==> config.mk <==
export PLATFORM = sky130hd
export DESIGN_NAME = burst2_sram
export DESIGN_NICKNAME = d
export VERILOG_FILES = /design/src/rtl/burst2_pkg.sv /design/src/rtl/burst2_merge.sv /design/src/rtl/burst2_array.sv /design/src/rtl/burst2_wr_slot.sv /design/src/rtl/burst2_rd_pipe.sv /design/src/rtl/burst2_sram.sv
export SDC_FILE = /design/constraint.sdc
export NUM_CORES = 1
export LEC_CHECK = 0
export BUFFER_PORTS_ARGS = -buffer_cell sky130_fd_sc_hd__buf_2
export CELL_PAD_IN_SITES_DETAIL_PLACEMENT = 0
export CELL_PAD_IN_SITES_GLOBAL_PLACEMENT = 2
export CORE_MARGIN = 2
export CORE_UTILIZATION = 46
export CTS_CLUSTER_SIZE = 40
export DETAILED_ROUTE_END_ITERATION = 6
export PLACE_DENSITY = 0.85
export SLEW_MARGIN = 20
export SYNTH_ARGS = -nofsm -noshare
export SYNTH_HDL_FRONTEND = slang
export SYNTH_SLANG_ARGS = --single-unit
export TNS_END_PERCENT = 100
==> constraint.sdc <==
create_clock -name clk -period 2.9 [get_ports clk]
set_clock_uncertainty 0.1 [all_clocks]
set_input_delay 0.145 -clock clk [delete_from_list [all_inputs] [get_ports clk]]
set_output_delay 0.145 -clock clk [all_outputs]
set_load 0.01 [all_outputs]
==> src/rtl/burst2_pkg.sv <==
package burst2_pkg;

    localparam int unsigned DEF_DEPTH  = 16;
    localparam int unsigned DEF_BEAT_W = 16;
    localparam int unsigned DEF_BYTE_W = 8;

    typedef enum logic {
        PH_IDLE = 1'b0,
        PH_TAIL = 1'b1
    } rd_phase_e;

    function automatic int unsigned addr_bits(input int unsigned depth);
        return (depth > 1) ? $clog2(depth) : 1;
    endfunction

endpackage

==> src/rtl/burst2_merge.sv <==
module burst2_merge #(
    parameter int unsigned BEAT_W = 16,
    parameter int unsigned BYTE_W = 8,
    localparam int unsigned NB = BEAT_W / BYTE_W
) (
    input  logic [BEAT_W-1:0] old_w,
    input  logic [BEAT_W-1:0] new_w,
    input  logic [NB-1:0]     be,
    output logic [BEAT_W-1:0] merged
);

    for (genvar j = 0; j < NB; j++) begin : g_lane
        assign merged[j*BYTE_W +: BYTE_W] = be[j] ? new_w[j*BYTE_W +: BYTE_W]
                                                  : old_w[j*BYTE_W +: BYTE_W];
    end

endmodule

==> src/rtl/burst2_array.sv <==
module burst2_array #(
    parameter int unsigned DEPTH  = 16,
    parameter int unsigned BEAT_W = 16,
    parameter int unsigned BYTE_W = 8,
    localparam int unsigned AW = burst2_pkg::addr_bits(DEPTH),
    localparam int unsigned NB = BEAT_W / BYTE_W
) (
    input  logic                   clk,
    input  logic                   rst,
    input  logic                   we,
    input  logic [AW-1:0]          waddr,
    input  logic [1:0][BEAT_W-1:0] wdata,
    input  logic [1:0][NB-1:0]     wbe,
    input  logic [AW-1:0]          raddr,
    output logic [1:0][BEAT_W-1:0] rdata,
    output logic [1:0][BEAT_W-1:0] wnext
);

    logic [1:0][BEAT_W-1:0] mem [DEPTH];

    // next contents of the write location, lane by lane
    for (genvar b = 0; b < 2; b++) begin : g_beat
        burst2_merge #(
            .BEAT_W (BEAT_W),
            .BYTE_W (BYTE_W)
        ) u_merge (
            .old_w  (mem[waddr][b]),
            .new_w  (wdata[b]),
            .be     (wbe[b]),
            .merged (wnext[b])
        );
    end

    always_ff @(posedge clk) begin
        if (rst) begin
            for (int i = 0; i < int'(DEPTH); i++) begin
                mem[i] <= '0;
            end
        end else if (we) begin
            mem[waddr] <= wnext;
        end
    end

    assign rdata = mem[raddr];

endmodule

==> src/rtl/burst2_wr_slot.sv <==
module burst2_wr_slot #(
    parameter int unsigned AW     = 4,
    parameter int unsigned BEAT_W = 16,
    parameter int unsigned NB     = 2
) (
    input  logic              clk,
    input  logic              rst,
    input  logic              req,
    input  logic [AW-1:0]     addr,
    input  logic [BEAT_W-1:0] data,
    input  logic [NB-1:0]     be,
    output logic              s_vld,
    output logic [AW-1:0]     s_addr,
    output logic [BEAT_W-1:0] s_data,
    output logic [NB-1:0]     s_be
);

    logic accept;

    // the cycle after an accepted write belongs to its second beat
    assign accept = req && !s_vld;

    always_ff @(posedge clk) begin
        if (rst) begin
            s_vld  <= 1'b0;
            s_addr <= '0;
            s_data <= '0;
            s_be   <= '0;
        end else begin
            s_vld <= accept;
            if (accept) begin
                s_addr <= addr;
                s_data <= data;
                s_be   <= be;
            end
        end
    end

endmodule

==> src/rtl/burst2_rd_pipe.sv <==
module burst2_rd_pipe
    import burst2_pkg::*;
#(
    parameter int unsigned AW     = 4,
    parameter int unsigned BEAT_W = 16
) (
    input  logic                   clk,
    input  logic                   rst,
    input  logic                   req,
    input  logic [AW-1:0]          addr,
    output logic                   s_vld,
    output logic [AW-1:0]          s_addr,
    input  logic [1:0][BEAT_W-1:0] fetch,
    output logic [BEAT_W-1:0]      rd_data,
    output logic                   rd_valid
);

    rd_phase_e         phase;
    logic [BEAT_W-1:0] tail;
    logic              accept;

    assign accept = req && !s_vld;

    always_ff @(posedge clk) begin
        if (rst) begin
            s_vld    <= 1'b0;
            s_addr   <= '0;
            phase    <= PH_IDLE;
            tail     <= '0;
            rd_data  <= '0;
            rd_valid <= 1'b0;
        end else begin
            s_vld <= accept;
            if (accept) begin
                s_addr <= addr;
            end
            if (s_vld) begin
                // both beats fetched together; beat 1 waits one cycle
                rd_data  <= fetch[0];
                tail     <= fetch[1];
                rd_valid <= 1'b1;
                phase    <= PH_TAIL;
            end else if (phase == PH_TAIL) begin
                rd_data  <= tail;
                rd_valid <= 1'b1;
                phase    <= PH_IDLE;
            end else begin
                rd_data  <= '0;
                rd_valid <= 1'b0;
            end
        end
    end

endmodule

==> src/rtl/burst2_sram.sv <==
module burst2_sram
    import burst2_pkg::*;
#(
    parameter int unsigned DEPTH  = DEF_DEPTH,
    parameter int unsigned BEAT_W = DEF_BEAT_W,
    parameter int unsigned BYTE_W = DEF_BYTE_W,
    localparam int unsigned AW = addr_bits(DEPTH),
    localparam int unsigned NB = BEAT_W / BYTE_W
) (
    input  logic              clk,
    input  logic              rst,
    input  logic              rd_req,
    input  logic [AW-1:0]     rd_addr,
    input  logic              wr_req,
    input  logic [AW-1:0]     wr_addr,
    input  logic [BEAT_W-1:0] wr_data,
    input  logic [NB-1:0]     wr_be,
    output logic [BEAT_W-1:0] rd_data,
    output logic              rd_valid
);

    logic                   rs_vld;
    logic [AW-1:0]          rs_addr;
    logic                   ws_vld;
    logic [AW-1:0]          ws_addr;
    logic [BEAT_W-1:0]      ws_data;
    logic [NB-1:0]          ws_be;
    logic [1:0][BEAT_W-1:0] arr_wdata;
    logic [1:0][NB-1:0]     arr_wbe;
    logic [1:0][BEAT_W-1:0] arr_rdata;
    logic [1:0][BEAT_W-1:0] arr_wnext;
    logic [1:0][BEAT_W-1:0] fetch;
    logic                   fwd;

    burst2_wr_slot #(
        .AW     (AW),
        .BEAT_W (BEAT_W),
        .NB     (NB)
    ) u_wslot (
        .clk    (clk),
        .rst    (rst),
        .req    (wr_req),
        .addr   (wr_addr),
        .data   (wr_data),
        .be     (wr_be),
        .s_vld  (ws_vld),
        .s_addr (ws_addr),
        .s_data (ws_data),
        .s_be   (ws_be)
    );

    // beat 0 was captured with the command; beat 1 is on the pins now
    always_comb begin
        arr_wdata[0] = ws_data;
        arr_wdata[1] = wr_data;
        arr_wbe[0]   = ws_be;
        arr_wbe[1]   = wr_be;
    end

    burst2_array #(
        .DEPTH  (DEPTH),
        .BEAT_W (BEAT_W),
        .BYTE_W (BYTE_W)
    ) u_array (
        .clk   (clk),
        .rst   (rst),
        .we    (ws_vld),
        .waddr (ws_addr),
        .wdata (arr_wdata),
        .wbe   (arr_wbe),
        .raddr (rs_addr),
        .rdata (arr_rdata),
        .wnext (arr_wnext)
    );

    // a read and write captured together at one address: take the merged
    // write burst that the array is committing on this same edge
    assign fwd   = rs_vld && ws_vld && (rs_addr == ws_addr);
    assign fetch = fwd ? arr_wnext : arr_rdata;

    burst2_rd_pipe #(
        .AW     (AW),
        .BEAT_W (BEAT_W)
    ) u_rpipe (
        .clk      (clk),
        .rst      (rst),
        .req      (rd_req),
        .addr     (rd_addr),
        .s_vld    (rs_vld),
        .s_addr   (rs_addr),
        .fetch    (fetch),
        .rd_data  (rd_data),
        .rd_valid (rd_valid)
    );

endmodule

## Yosys cells after proc, flatten, opt, wreduce, memory -nomap -nowiden

Memory sizes are Yosys's and may differ from the RTL's. A register that Yosys moved wholly into a read port is not among the register bits.
Index checks and enable logic that the tools add are counted.

| word-level totals | value |
|---|---|
| memories | 1 |
| bits of input ports | 30 |
| flip-flop bits (word level) | 62 |
| output and inout bits | 17 |
| memory bits (writable) | 512 |

| cells by class | value |
|---|---|
| equal/unequal tests | 1 |
| muxes and demuxes | 22 |
| reduce and logical (&&, ||, !) cells | 7 |

Memories:

| name | depth | width | rd ports | clocked after memory_dff | write ports | RTL line | text |
|---|---|---|---|---|---|---|---|
| u_array.mem | 16 | 32 | 2 | 2 | 16 | burst2_array.sv:19 | `logic [1:0][BEAT_W-1:0] mem [DEPTH];` |

Operators by type and width:

| operator | count |
|---|---|
| $mux 32 | 2 |
| $mux 16 | 2 |
| $mux 8 | 4 |
| $reduce_or 32->1 | 1 |
| $mux 4 | 5 |
| $mux 1 | 9 |
| $eq 4x4->1 | 1 |
| $logic_and 1x1->1 | 4 |
| $logic_not 1->1 | 2 |

## Depth between registers and ports, before layout

Gate-level depths: netlist (run 1).

| logic depth | value |
|---|---|
| word-level depth | 5 |
| depth in mapped cells | 10 |
| gate-level depth less buffers | 5 |

## Cells and area by module

From an unflattened synthesis (run 1), not the netlist that was laid out.

| unflattened totals | value |
|---|---|
| cell total of the unflattened synthesis | 2015 |
| area total of the unflattened synthesis | 30138.9 µm² |

Modules (own cells, without submodules):

| module | cells each | instances | area each (µm²) |
|---|---|---|---|
| burst2_array | 1689 | 1 | 26569.2 |
| burst2_rd_pipe | 148 | 1 | 1433.9 |
| burst2_wr_slot | 101 | 1 | 1037.2 |
| burst2_sram | 41 | 1 | 573.0 |
| burst2_merge | 18 | 2 | 262.8 |

## Worst setup path before layout (run 1)

OpenSTA, ideal clock, no wires.

| timing path | value |
|---|---|
| path type | register to register |
| start | register u_wslot.s_vld |
| end | memory u_array.mem[12][0] (netlist bit) (enable) |
| required time | 2.406 ns |
| library setup time | 0.394 ns |
| arrival time | 1.929 ns |
| path slack | 0.477 ns |
| cell stages (with the launch flop) | 5 |
| path buffers | 0 |
| cell sequence | dfxtp_1 > nor2b_1 > nor3b_1 > nand3_1 > nand2b_1 |

RTL lines:

| element | RTL line | text |
|---|---|---|
| start, declared | burst2_wr_slot.sv:12 | `output logic s_vld,` |
| start signal, assigned | burst2_wr_slot.sv:30 | `s_vld <= accept;` |
| end, declared | burst2_array.sv:19 |  |

==> out/qor.yml, run 1 <==
global_route:
  globalRoute.totalOverflow: 0
  grt_pass1_wl_um: 138000
  grt_usage_pct: 30.1
  grt_start_max_net_pins: 63
  grt_pass1_vias: 20169
  antenna_found_initial: 0
synth:
  synth_nets: 2183
  synth_ff_type: "sky130_fd_sc_hd__edfxtp_1"
  mappedNetlistArea_um2: 29000
  yosys-top-cells-area: "sky130_fd_sc_hd__edfxtp_1, sky130_fd_sc_hd__mux4_2, sky130_fd_sc_hd__nor2_1"
  asyncSetResetFlopFracSynth_pct: 0
  count_of_unique_library_cells_instantiated_by_yosys: 45
  syn_avg_cell_area_um2: 13.5
  post_synth_most_frequent_cells: "sky130_fd_sc_hd__nor2_1, sky130_fd_sc_hd__edfxtp_1, sky130_fd_sc_hd__mux4_2"
  synthDominantAreaCellType: "sky130_fd_sc_hd__edfxtp_1"
  yosysWarnings: 0
  synthDominantCellAreaShare_pct: 53.0
  share_of_synthesized_area_occupied_by_flip_flops_and_latches_pct: 57.8
  postSynthRegisterBits: 582
  post_synth_inst_count: 2153
  synthMostInstantiatedCell: "sky130_fd_sc_hd__nor2_1"
  synth_edf_count: 512
worst_hold_path:
  hold_path_depth: 3
  min_path_type: "in -> reg"
layout:
  drive_gt1_share_pct: 23.8
  final-seq-area_um2: 16800
  nets: 2238
  utilization_pct: 52.5
  n_fill_cell: 5265
  multi_input_comb_area_um2: 11100
  finish.instance_area_um2: 33000
  area_growth_syn_to_layout_pct: 13.6
  antenna_cells_inserted: 0
sta:
  final_max_slew_violation_count: 0
  final_min_period_over_clock_period_pct: 87.8
  post-route-min-period_ns: 2.55
  final.setup.tns_ns: 0
  max_fclk_mhz: 393
  final-setup-viol-count: 0
  grt_setup_unrepaired: "false"
  worst_hold_slack_ns: 0.0360
  max_slew_margin_pct: 27.8
  worst-slew-pin-transition_ns: 1.08
  hold_fails_final_rpt: 0
placed_design:
  port-buffer-count: 46
  routabilityCongestion: 0.838
  postPlaceCellArea_um2: 30600
  hpwlAfterDp_um: 57100
clocking:
  clk_latency_ns: 0.65
  numCtsBuffers: 61
  cts.clk_slew.worst_paths_ns: 0.06
  cts_root_buffer: "sky130_fd_sc_hd__clkbuf_16"
  cts_tree: "built"
  ctsHoldBuffers: 35
  cts_post_setup_buffers_inserted: 0
  h-tree-depth: 2
  cts.sinks: 582
  clk_path_buf_depth: 3
  cts-resized-gates: 0
floorplan:
  fp.dieW_um: 255
  dieHeight_um: 255
  coreArea_um2: 62700
  io_pins: 47
  floorplan.die_area_um2: 65100
  start_util_pct: 46.2
  floorplan.rows: 92
worst_setup_path:
  cp_data_arrival_time_ns: 2.81
  cp.required_ns: 3.16
  r2r_slack_ns: 0.35
  critical_path.startpoint_type: "flop"
  reg2regPathDepth: 6
  timing.critical_path.to: "u_array.mem[10][2]$_SDFFCE_PN0P_"
  worstPathMaxFanout: 14
  path_class: "reg -> reg"
  worst_setup_path_end_kind: "flop"
  timing.rr.end: "u_array.mem[10][2]$_SDFFCE_PN0P_"
pwr:
  vdd_drop_max_mv: 0.418
  netSwitchingPower_w: 0.00506
  internal_power_w: 0.0149
  leakagePower_nw: 11.2
  swShare_pct: 25.3
  comb_power_share_pct: 12.7
  power.clock.fraction_pct: 39.1
  power_frac_seq_pct: 48.2
  power_density_over_cell_area_nw_per_um2: 606
detailed_routing:
  total_via_count_after_detailed_routing: 19985
  routed_wire_length_per_instance_um: 31.1
  vias_per_cell: 6.43
  postRouteAntennaNets: 0
  drt-initial-drc-count: 2264
  route.detailed.drc: 0
  detail_route.first_pass.iterations: 5
  drt_wl_total_um: 96700
flow_run:
  drv.max_cap_violation_count: 0
outcome:
  status: "complete, no violations"
-- critical path, cell delays in order (launching register included) --
cell and delay (ns):
sky130_fd_sc_hd__dfxtp_4 0.47, sky130_fd_sc_hd__buf_4 0.34, sky130_fd_sc_hd__mux4_2 0.54, sky130_fd_sc_hd__mux2i_1 0.15, sky130_fd_sc_hd__a221o_1 0.37, sky130_fd_sc_hd__buf_4 0.22
sky130_fd_sc_hd__nor2_1 0.05
-- cell type report --
type,count,area share [%]
sequential,582,51.0
multi-input combinational,1334,33.7
timing repair buffer,211,5.94
clock buffer,90,5.27
tap,846,3.21
clock inverter,25,0.759
inverter,18,0.205
-- state kept, by name, indices dropped and copies added, names as in the netlist, named ones only --
signal	count
u_wslot.s_vld	1
u_rpipe.rd_valid	1
u_wslot.s_addr	4
u_rpipe.s_vld	1
u_rpipe.rd_data	16
u_rpipe.tail	16
u_rpipe.s_addr	4
u_rpipe.phase	1
u_array.mem	512
u_wslot.s_be	2
u_wslot.s_data	16
-- per-layer routing --
layer,wire [um],up-vias,track usage (%)
met5,0,-,0
met4,4650,0,13.7
met3,10700,267,6.40
met2,45300,1315,48.0
met1,36000,10183,39.9
li1,-,8220,-
-- placed cells by master, fill, tap and decap left out, types with 12 or more instances in the layout --
cell type	count
sky130_fd_sc_hd__nand2_1	61
sky130_fd_sc_hd__a21oi_1	38
sky130_fd_sc_hd__a2111oi_2	12
sky130_fd_sc_hd__clkbuf_16	61
sky130_fd_sc_hd__a32oi_1	16
sky130_fd_sc_hd__inv_1	17
sky130_fd_sc_hd__nor2_1	572
sky130_fd_sc_hd__buf_2	46
sky130_fd_sc_hd__o22ai_1	16
sky130_fd_sc_hd__dfxtp_1	65
sky130_fd_sc_hd__a22oi_1	44
sky130_fd_sc_hd__buf_4	98
sky130_fd_sc_hd__mux4_2	192
sky130_fd_sc_hd__buf_12	32
sky130_fd_sc_hd__clkbuf_1	19
sky130_fd_sc_hd__nand3_1	17
sky130_fd_sc_hd__nand2_2	12
sky130_fd_sc_hd__nand2b_2	16
sky130_fd_sc_hd__a22o_1	64
sky130_fd_sc_hd__a221o_1	16
sky130_fd_sc_hd__dlygate4sd3_1	35
sky130_fd_sc_hd__edfxtp_1	512
sky130_fd_sc_hd__o21a_2	13
sky130_fd_sc_hd__nor3_1	16
sky130_fd_sc_hd__mux2i_1	180
-- worst min-delay path by stage --
stage                     startpoint                             end  slack (ns)
after global routing             rst        u_rpipe.s_vld$_SDFF_PP0_        0.08
after global placement    rd_addr[1]                            flop        0.34
after detailed placement  rd_addr[2]                            flop        0.34
after floorplan           wr_data[0]  u_wslot.s_data[0]$_SDFFE_PP0P_        0.18
final                            rst     u_rpipe.rd_valid$_SDFF_PP0_        0.04
after CTS                        rst     u_rpipe.rd_valid$_SDFF_PP0_        0.02
-- power groups by stage --
stage	Sequential [W]	Clock (W)	Combinational, W
after detailed placement	0.00980	0	0.00246
after global placement	0.00978	0	0.00244
after CTS	0.00963	0.00786	0.00251
final	0.00964	0.00780	0.00254
after floorplan	0.00971	0	0.00171
after global routing	0.00966	0.00815	0.00267
-- cell families (layout without fill, tap and decap cells) --
group	after synthesis	after routing	synth area share, %
mux	372	372	21.1
xor+xnor	4	4	0.121
compound gates	231	231	6.54
flops	582	582	57.8
buf+inv	237	344	4.37
simple gates	727	727	10.0
-- per-stage QoR --
| stage | setup slack, ns | power (W) | cells |
|---|---|---|---|
| after detailed placement | 0.394 | 0.0123 | 2956 |
| final | 0.354 | 0.0200 | 3106 |
| after floorplan | 0.477 | 0.0114 | 2153 |
| after global placement | 0.359 | 0.0122 | 2956 |
| after global routing | 0.225 | 0.0205 | 3106 |
| after CTS | 0.363 | 0.0200 | 3106 |
Note: power is estimated with default switching activity, not from simulation.
==> run 2: changes to the inputs <==
CORE_ASPECT_RATIO = 1.2   (was default)
==> run 2 against run 1 <==
Register-to-register slack got worse by 0.16 ns. Largest power group unchanged. Largest cell class unchanged. Worst hold slack better by 0.040 ns. Non-clock buffer count increased by 13. First-iteration DRC count is 17% higher. Via count down 0.34%. Critical path depth stayed put. Clock power up 2%. Wire length increased by 0.52%. Sequential share of layout area shrank 0.16 points. Global-route usage up 0.098 points.
==> out/qor.yml, run 2 (synthesized netlist as in run 1, its figures left out) <==
worst_setup_path:
  path_class: "reg -> reg"
  cp_data_arrival_time_ns: 2.95  # +0.14 ns
  worstPathCellList: "nor2b_4 -> buf_12 -> a22oi_1 -> a32oi_1 -> o21a_2 -> nor2_1"
  worst_path_max_delay_cell: "sky130_fd_sc_hd__dfxtp_4"
  r2r_slack_ns: 0.19  # -0.16 ns
  cp_slowest_stage_delay_ns: 0.66  # +0.12 ns
  worstPathMaxFanout: 32  # +18
  worst_setup_path_end_kind: "flop"
  critical_path.startpoint_type: "flop"
  cp.required_ns: 3.15  # about the same
layout:
  max_ffs_per_register: 512  # unchanged
  antenna_cells_inserted: 0  # unchanged
  instances_no_fill: 3084  # -0.71%
  nets: 2248  # +0.45%
  drive_gt1_share_pct: 24.8  # +1.0 points
  utilization_pct: 53.2  # +0.63 points
  reg_with_most_ffs: "u_array.mem"
  final_cell_mix: "sky130_fd_sc_hd__nor2_1, sky130_fd_sc_hd__edfxtp_1, sky130_fd_sc_hd__mux4_2, sky130_fd_sc_hd__mux2i_1, sky130_fd_sc_hd__buf_4"
  mostFrequentLayoutCell: "sky130_fd_sc_hd__nor2_1"
  area_growth_syn_to_layout_pct: 13.9
  n_fill_cell: 5094  # -3.2%
detailed_routing:
  detail_route.first_pass.iterations: 6  # +1
  drt_wl_total_um: 97200  # +0.52%
  routed_wire_length_per_instance_um: 31.5  # +1.2%
  drt-initial-drc-count: 2650  # +17%
  total_via_count_after_detailed_routing: 19918  # -0.34%
  vias_per_cell: 6.46  # +0.38%
  postRouteAntennaNets: 0  # unchanged
  route.detailed.drc: 0  # unchanged
pwr:
  internal_power_w: 0.0151  # +1.2%
  comb_power_share_pct: 12.7  # about the same
  vdd_drop_max_mv: 0.436  # +4.5%
  swShare_pct: 25.1  # -0.22 points
  power.clock.fraction_pct: 39.5  # +0.4 points
  leakagePower_nw: 11.3  # +0.89%
  power_frac_seq_pct: 47.8  # -0.4 points
  netSwitchingPower_w: 0.00506  # about the same
  power_density_over_cell_area_nw_per_um2: 610  # +0.58%
worst_hold_path:
  min_path_type: "in -> reg"
floorplan:
  coreArea_um2: 62200  # -0.88%
  fp.dieW_um: 233  # -8.6%
  dieHeight_um: 279  # +9.4%
  floorplan.die_area_um2: 65100  # about the same
  floorplan.rows: 100  # +8.7%
  io_pins: 47  # unchanged
  start_util_pct: 46.7  # +0.41 points
clocking:
  clk_path_buf_depth: 3  # unchanged
  cts-resized-gates: 0  # unchanged
  cts.sinks: 582  # unchanged
  numCtsBuffers: 58  # -4.9%
  cts_tree: "built"
  cts_root_buffer: "sky130_fd_sc_hd__clkbuf_16"
  cts_post_setup_buffers_inserted: 0  # unchanged
  ctsHoldBuffers: 28  # -20%
  cts.clk_slew.worst_paths_ns: 0.06  # about the same
  clk_latency_ns: 0.63  # -0.02 ns
  h-tree-depth: 2  # unchanged
global_route:
  grt_usage_pct: 30.2  # +0.098 points
  grt_pass1_wl_um: 139000  # +0.91%
  grt_pass1_vias: 20356  # +0.93%
  grt_start_max_net_pins: 38  # -40%
  antenna_found_initial: 1  # +1
  globalRoute.totalOverflow: 0  # unchanged
sta:
  final_min_period_over_clock_period_pct: 93.4  # +5.6 points
  final.setup.tns_ns: 0  # unchanged
  post-route-min-period_ns: 2.71  # +0.163 ns
  final_max_slew_violation_count: 0  # unchanged
  final-setup-viol-count: 0  # unchanged
  max_slew_margin_pct: 23.4  # -4.4 points
  grt_setup_unrepaired: "false"
  worst-slew-pin-transition_ns: 1.14  # +0.0653 ns
  max_fclk_mhz: 369  # -6.0%
  hold_fails_final_rpt: 0  # unchanged
outcome:
  status: "complete, no violations"
flow_run:
  drv.max_cap_violation_count: 0  # unchanged
placed_design:
  routabilityCongestion: 0.855  # +2.0%
  inst_count_dp: 2946  # -0.34%
  hpwlAfterDp_um: 58900  # +3.3%
  port-buffer-count: 46  # unchanged
run 2: changes by cell type in the layout (fill, tap and decap cells not counted), moves of 4 or more:
| cell | before | now |
|---|---|---|
| sky130_fd_sc_hd__buf_4 | 98 | 115 |
| sky130_fd_sc_hd__clkbuf_1 | 19 | 12 |
| sky130_fd_sc_hd__clkinv_1 | 8 | 4 |
| sky130_fd_sc_hd__clkinv_2 | 8 | 13 |
| sky130_fd_sc_hd__dlygate4sd3_1 | 35 | 28 |
run 2: cell type report:
class	instances	area, um2	share of cell area (%)
inverters	18	67.6	0.204
clock inverters	30	342	1.03
repair buffers	224	2070	6.28
well taps	816	1020	3.09
multi-input cells	1334	11100	33.5
clock buffers	80	1670	5.05
flip-flops and latches	582	16800	50.8
run 2: critical path, delay by kind of cell, from the launching register on:
kind                   cells  cell delay, ns
AO/OA/AOI/OAI              3            1.03
buffers and inverters      1            0.26
flip-flops                 1            0.66
AND/OR/NAND/NOR            2            0.34
run 2: per-layer routing:
metal | GRT usage [%] | share of wire [%] | up-vias
li1 | - | - | 8230
met1 | 38.3 | 36 | 10199
met2 | 50.4 | 49 | 1214
met3 | 5.16 | 9.7 | 273
met4 | 14.5 | 5.1 | 2
met5 | 0 | 0.013 | -
run 2: stage by stage:
stage               hold WS [ns]  cell area [um2]  total power (W)  setup WS [ns]
finish                    0.0762            33100           0.0202          0.192
global route              0.0732            33100           0.0207          0.122
CTS                       0.0286            33100           0.0202          0.171
detailed placement         0.305            30800           0.0123          0.189
global placement           0.306            30800           0.0123          0.251
floorplan                  0.181            29000           0.0114          0.477
run 2: final timing paths:
kind / endpoint / start / cells past startpoint
max: u_array.mem[0][19]$_SDFFCE_PN0P_ / flop / 6
min: u_wslot.s_data[14]$_SDFFE_PP0P_ / rst / 3
max reg2reg: u_array.mem[0][19]$_SDFFCE_PN0P_ / flop / 6
min reg2reg: u_wslot.s_data[5]$_SDFFE_PP0P_ / u_wslot.s_data[5]$_SDFFE_PP0P_ / 2
run 2: power by group through the flow:
stage | Clock [W] | Sequential, W | Combinational [W]
3_3_place_gp | 0 | 0.00978 | 0.00247
2_1_floorplan | 0 | 0.00971 | 0.00171
6_report | 0.00796 | 0.00964 | 0.00255
4_1_cts | 0.00802 | 0.00963 | 0.00253
3_5_place_dp | 0 | 0.00981 | 0.00250
5_1_grt | 0.00832 | 0.00967 | 0.00268
==> run 3: changes to the inputs <==
ABC_AREA = 1   (was default)
CORE_UTILIZATION = 39   (was 46)
==> run 3 against run 2 <==
Critical path depth grew 6. Worst setup slack better by 0.042 ns. Non-clock buffer count shrank 24. Critical path type unchanged. Largest power group unchanged.
==> out/qor.yml, run 3 <==
placed_design:
  postPlaceCellArea_um2: 33000  # +7.2%
  port-buffer-count: 46  # unchanged
  hpwlAfterDp_um: 70200  # +19%
  inst_count_dp: 4752  # +61%
  routabilityCongestion: 0.836  # -2.3%
synth:
  synth_edf_count: 512  # unchanged
  postSynthRegisterBits: 582  # unchanged
  post_synth_most_frequent_cells: "sky130_fd_sc_hd__nand2_1, sky130_fd_sc_hd__nand3_1, sky130_fd_sc_hd__nor2_1"
  yosysWarnings: 0  # unchanged
  count_of_unique_library_cells_instantiated_by_yosys: 27  # -40%
  yosys-top-cells-area: "sky130_fd_sc_hd__edfxtp_1, sky130_fd_sc_hd__nand2_1, sky130_fd_sc_hd__nand3_1"
  synthDominantCellAreaShare_pct: 48.4  # -4.6 points
  post_synth_inst_count: 3857  # +79%
  asyncSetResetFlopFracSynth_pct: 0  # unchanged
  synthDominantAreaCellType: "sky130_fd_sc_hd__edfxtp_1"
  synth_ff_type: "sky130_fd_sc_hd__edfxtp_1"
  synth_nets: 3887  # +78%
  syn_avg_cell_area_um2: 8.23  # -39%
  synthMostInstantiatedCell: "sky130_fd_sc_hd__nand2_1"
  share_of_synthesized_area_occupied_by_flip_flops_and_latches_pct: 52.8  # -5.0 points
  mappedNetlistArea_um2: 31800  # +9.5%
sta:
  grt_setup_unrepaired: "false"
  hold_fails_final_rpt: 0  # unchanged
  max_fclk_mhz: 375  # +1.6%
  final_max_slew_violation_count: 0  # unchanged
  post-route-min-period_ns: 2.67  # -0.0416 ns
  worst_hold_slack_ns: 0.0568  # -0.0193 ns
  final_min_period_over_clock_period_pct: 92.0  # -1.4 points
  max_slew_margin_pct: 42.9  # +20 points
  final.setup.tns_ns: 0  # unchanged
  final-setup-viol-count: 0  # unchanged
  worst-slew-pin-transition_ns: 0.856  # -0.289 ns
floorplan:
  floorplan.die_area_um2: 83700  # +29%
  io_pins: 47  # unchanged
  start_util_pct: 39.4  # -7.2 points
  coreArea_um2: 80600  # +30%
  fp.dieW_um: 265  # +13%
  floorplan.rows: 114  # +14%
  dieHeight_um: 317  # +13%
worst_hold_path:
  hold_path_depth: 5  # +2
  min_path_type: "in -> reg"
global_route:
  globalRoute.totalOverflow: 0  # unchanged
  grt_pass1_wl_um: 186000  # +33%
  grt_start_max_net_pins: 106  # +180%
  antenna_found_initial: 1  # unchanged
  grt_usage_pct: 30.6  # +0.41 points
  grt_pass1_vias: 27067  # +33%
clocking:
  ctsHoldBuffers: 29  # +3.6%
  h-tree-depth: 3  # +1
  clk_path_buf_depth: 3  # unchanged
  clk_latency_ns: 0.63  # about the same
  cts-resized-gates: 0  # unchanged
  cts.sinks: 582  # unchanged
  numCtsBuffers: 66  # +14%
  cts_root_buffer: "sky130_fd_sc_hd__clkbuf_16"
  cts.clk_slew.worst_paths_ns: 0.06  # about the same
  cts_tree: "built"
  cts_post_setup_buffers_inserted: 0  # unchanged
layout:
  reg_with_most_ffs: "u_array.mem"
  drive_gt1_share_pct: 11.2  # -14 points
  final_cell_mix: "sky130_fd_sc_hd__nand2_1, sky130_fd_sc_hd__nand3_1, sky130_fd_sc_hd__nor2_1, sky130_fd_sc_hd__edfxtp_1, sky130_fd_sc_hd__o21ai_0"
  instances_no_fill: 4902  # +59%
  mostFrequentLayoutCell: "sky130_fd_sc_hd__nand2_1"
  n_fill_cell: 7987  # +57%
  nets: 3835  # +71%
  max_ffs_per_register: 512  # unchanged
  finish.instance_area_um2: 35300  # +6.8%
  area_growth_syn_to_layout_pct: 11.1
worst_setup_path:
  cp_slowest_stage_delay_ns: 0.57  # -0.09 ns
  path_class: "reg -> reg"
  worst_setup_path_end_kind: "flop"
  cp_data_arrival_time_ns: 3.13  # +0.18 ns
  cpMostUsedCell: "sky130_fd_sc_hd__nand2_1"
  critPathBufInv: 2  # +1
  worstPathMaxFanout: 52  # +63%
  worstPathCellList: "buf_4 -> nand2_1 -> nand3_1 -> nand3_1 -> nand2_1 -> nand2_1 -> nand2_1 -> nand2_1 -> nand3_1 -> nand2_1 -> a21oi_1 -> dlygate4sd3_1"
  critical-path-top-delay-family: "buffers and inverters"
  critical_path_depth: 12  # +6
  cp.required_ns: 3.37  # +0.22 ns
  reg2regPathDepth: 12  # +6
  critical_path.startpoint_type: "flop"
  worst_path_max_delay_cell: "sky130_fd_sc_hd__buf_4"
detailed_routing:
  routed_wire_length_per_instance_um: 26.4  # -16%
  drt-initial-drc-count: 3472  # +31%
  drt_wl_total_um: 130000  # +33%
  route.detailed.drc: 0  # unchanged
  postRouteAntennaNets: 0  # unchanged
  vias_per_cell: 5.75  # -11%
  total_via_count_after_detailed_routing: 28164  # +41%
  detail_route.first_pass.iterations: 7  # +1
outcome:
  status: "complete, no violations"
flow_run:
  drv.max_cap_violation_count: 0  # unchanged
pwr:
  vdd_drop_max_mv: 0.416  # -4.7%
  power_density_over_cell_area_nw_per_um2: 604  # -0.90%
  leakagePower_nw: 13.7  # +21%
==> run 3: tightest hold or removal path, cell delays in order <==
cell                      delay, ns
sky130_fd_sc_hd__buf_2         0.19
sky130_fd_sc_hd__nand2_1       0.17
sky130_fd_sc_hd__nand3_1       0.09
sky130_fd_sc_hd__nand2_1       0.08
sky130_fd_sc_hd__a21oi_1       0.06
==> run 3: report_power, final <==
| group | internal (W) | leakage (nW) | switching [W] |
|---|---|---|---|
| logic | 0.000994 | 6.86 | 0.00265 |
| clock network | 0.00451 | 0.965 | 0.00354 |
| registers | 0.00943 | 5.88 | 0.000200 |
| total | 0.0149 | 13.7 | 0.00639 |
==> run 3: cell type report <==
class / instances / area, um2 / share of cell area [%]
Sequential cell: 582 / 16800 / 47.6
Multi-Input combinational cell: 2850 / 12800 / 36.4
Timing Repair Buffer: 200 / 1910 / 5.41
Clock buffer: 100 / 1880 / 5.34
Tap cell: 1044 / 1310 / 3.70
Inverter: 105 / 419 / 1.19
Clock inverter: 20 / 136 / 0.386
Antenna cell: 1 / 2.50 / 0.00709
==> run 3: per-stage QoR <==
stage | total power (W) | setup slack [ns] | util [%]
final | 0.0213 | 0.233 | 43.8
after global routing | 0.0220 | 0.0401 | 43.8
after CTS | 0.0214 | 0.270 | 43.8
after detailed placement | 0.0134 | 0.514 | 40.9
after global placement | 0.0133 | 0.574 | 40.9
after floorplan | 0.0122 | 0.509 | -
==> run 3: logic make-up (layout without fill, tap and decap cells) <==
logic type,Yosys count,count (layout),synth area share (%)
AO/OA/AOI/OAI,340,340,7.04
XOR/XNOR,1,1,0.0276
buffers and inverters,425,425,7.03
flip-flops,582,582,52.8
other,0,1,0
AND/OR/NAND/NOR,2509,2509,33.1
==> run 3: final timing paths <==
| kind | end | slack, ns | start |
|---|---|---|---|
| worst max-delay path | u_rpipe.tail[1]$_SDFFE_PP0P_ | 0.23 | flop |
| worst min-delay path | u_rpipe.tail[2]$_SDFFE_PP0P_ | 0.06 | wr_be[0] |
| worst max register to register | u_rpipe.tail[1]$_SDFFE_PP0P_ | 0.23 | flop |
| worst min register to register | u_wslot.s_data[2]$_SDFFE_PP0P_ | 0.38 | u_wslot.s_data[2]$_SDFFE_PP0P_ |
==> run 3: layer usage <==
layer	track usage, %	vias up	part of all wire (%)
li1	-	12764	-
met5	0	-	0
met3	4.36	282	8.3
met1	39.6	13706	40
met4	14.4	0	4.8
met2	51.0	1412	47
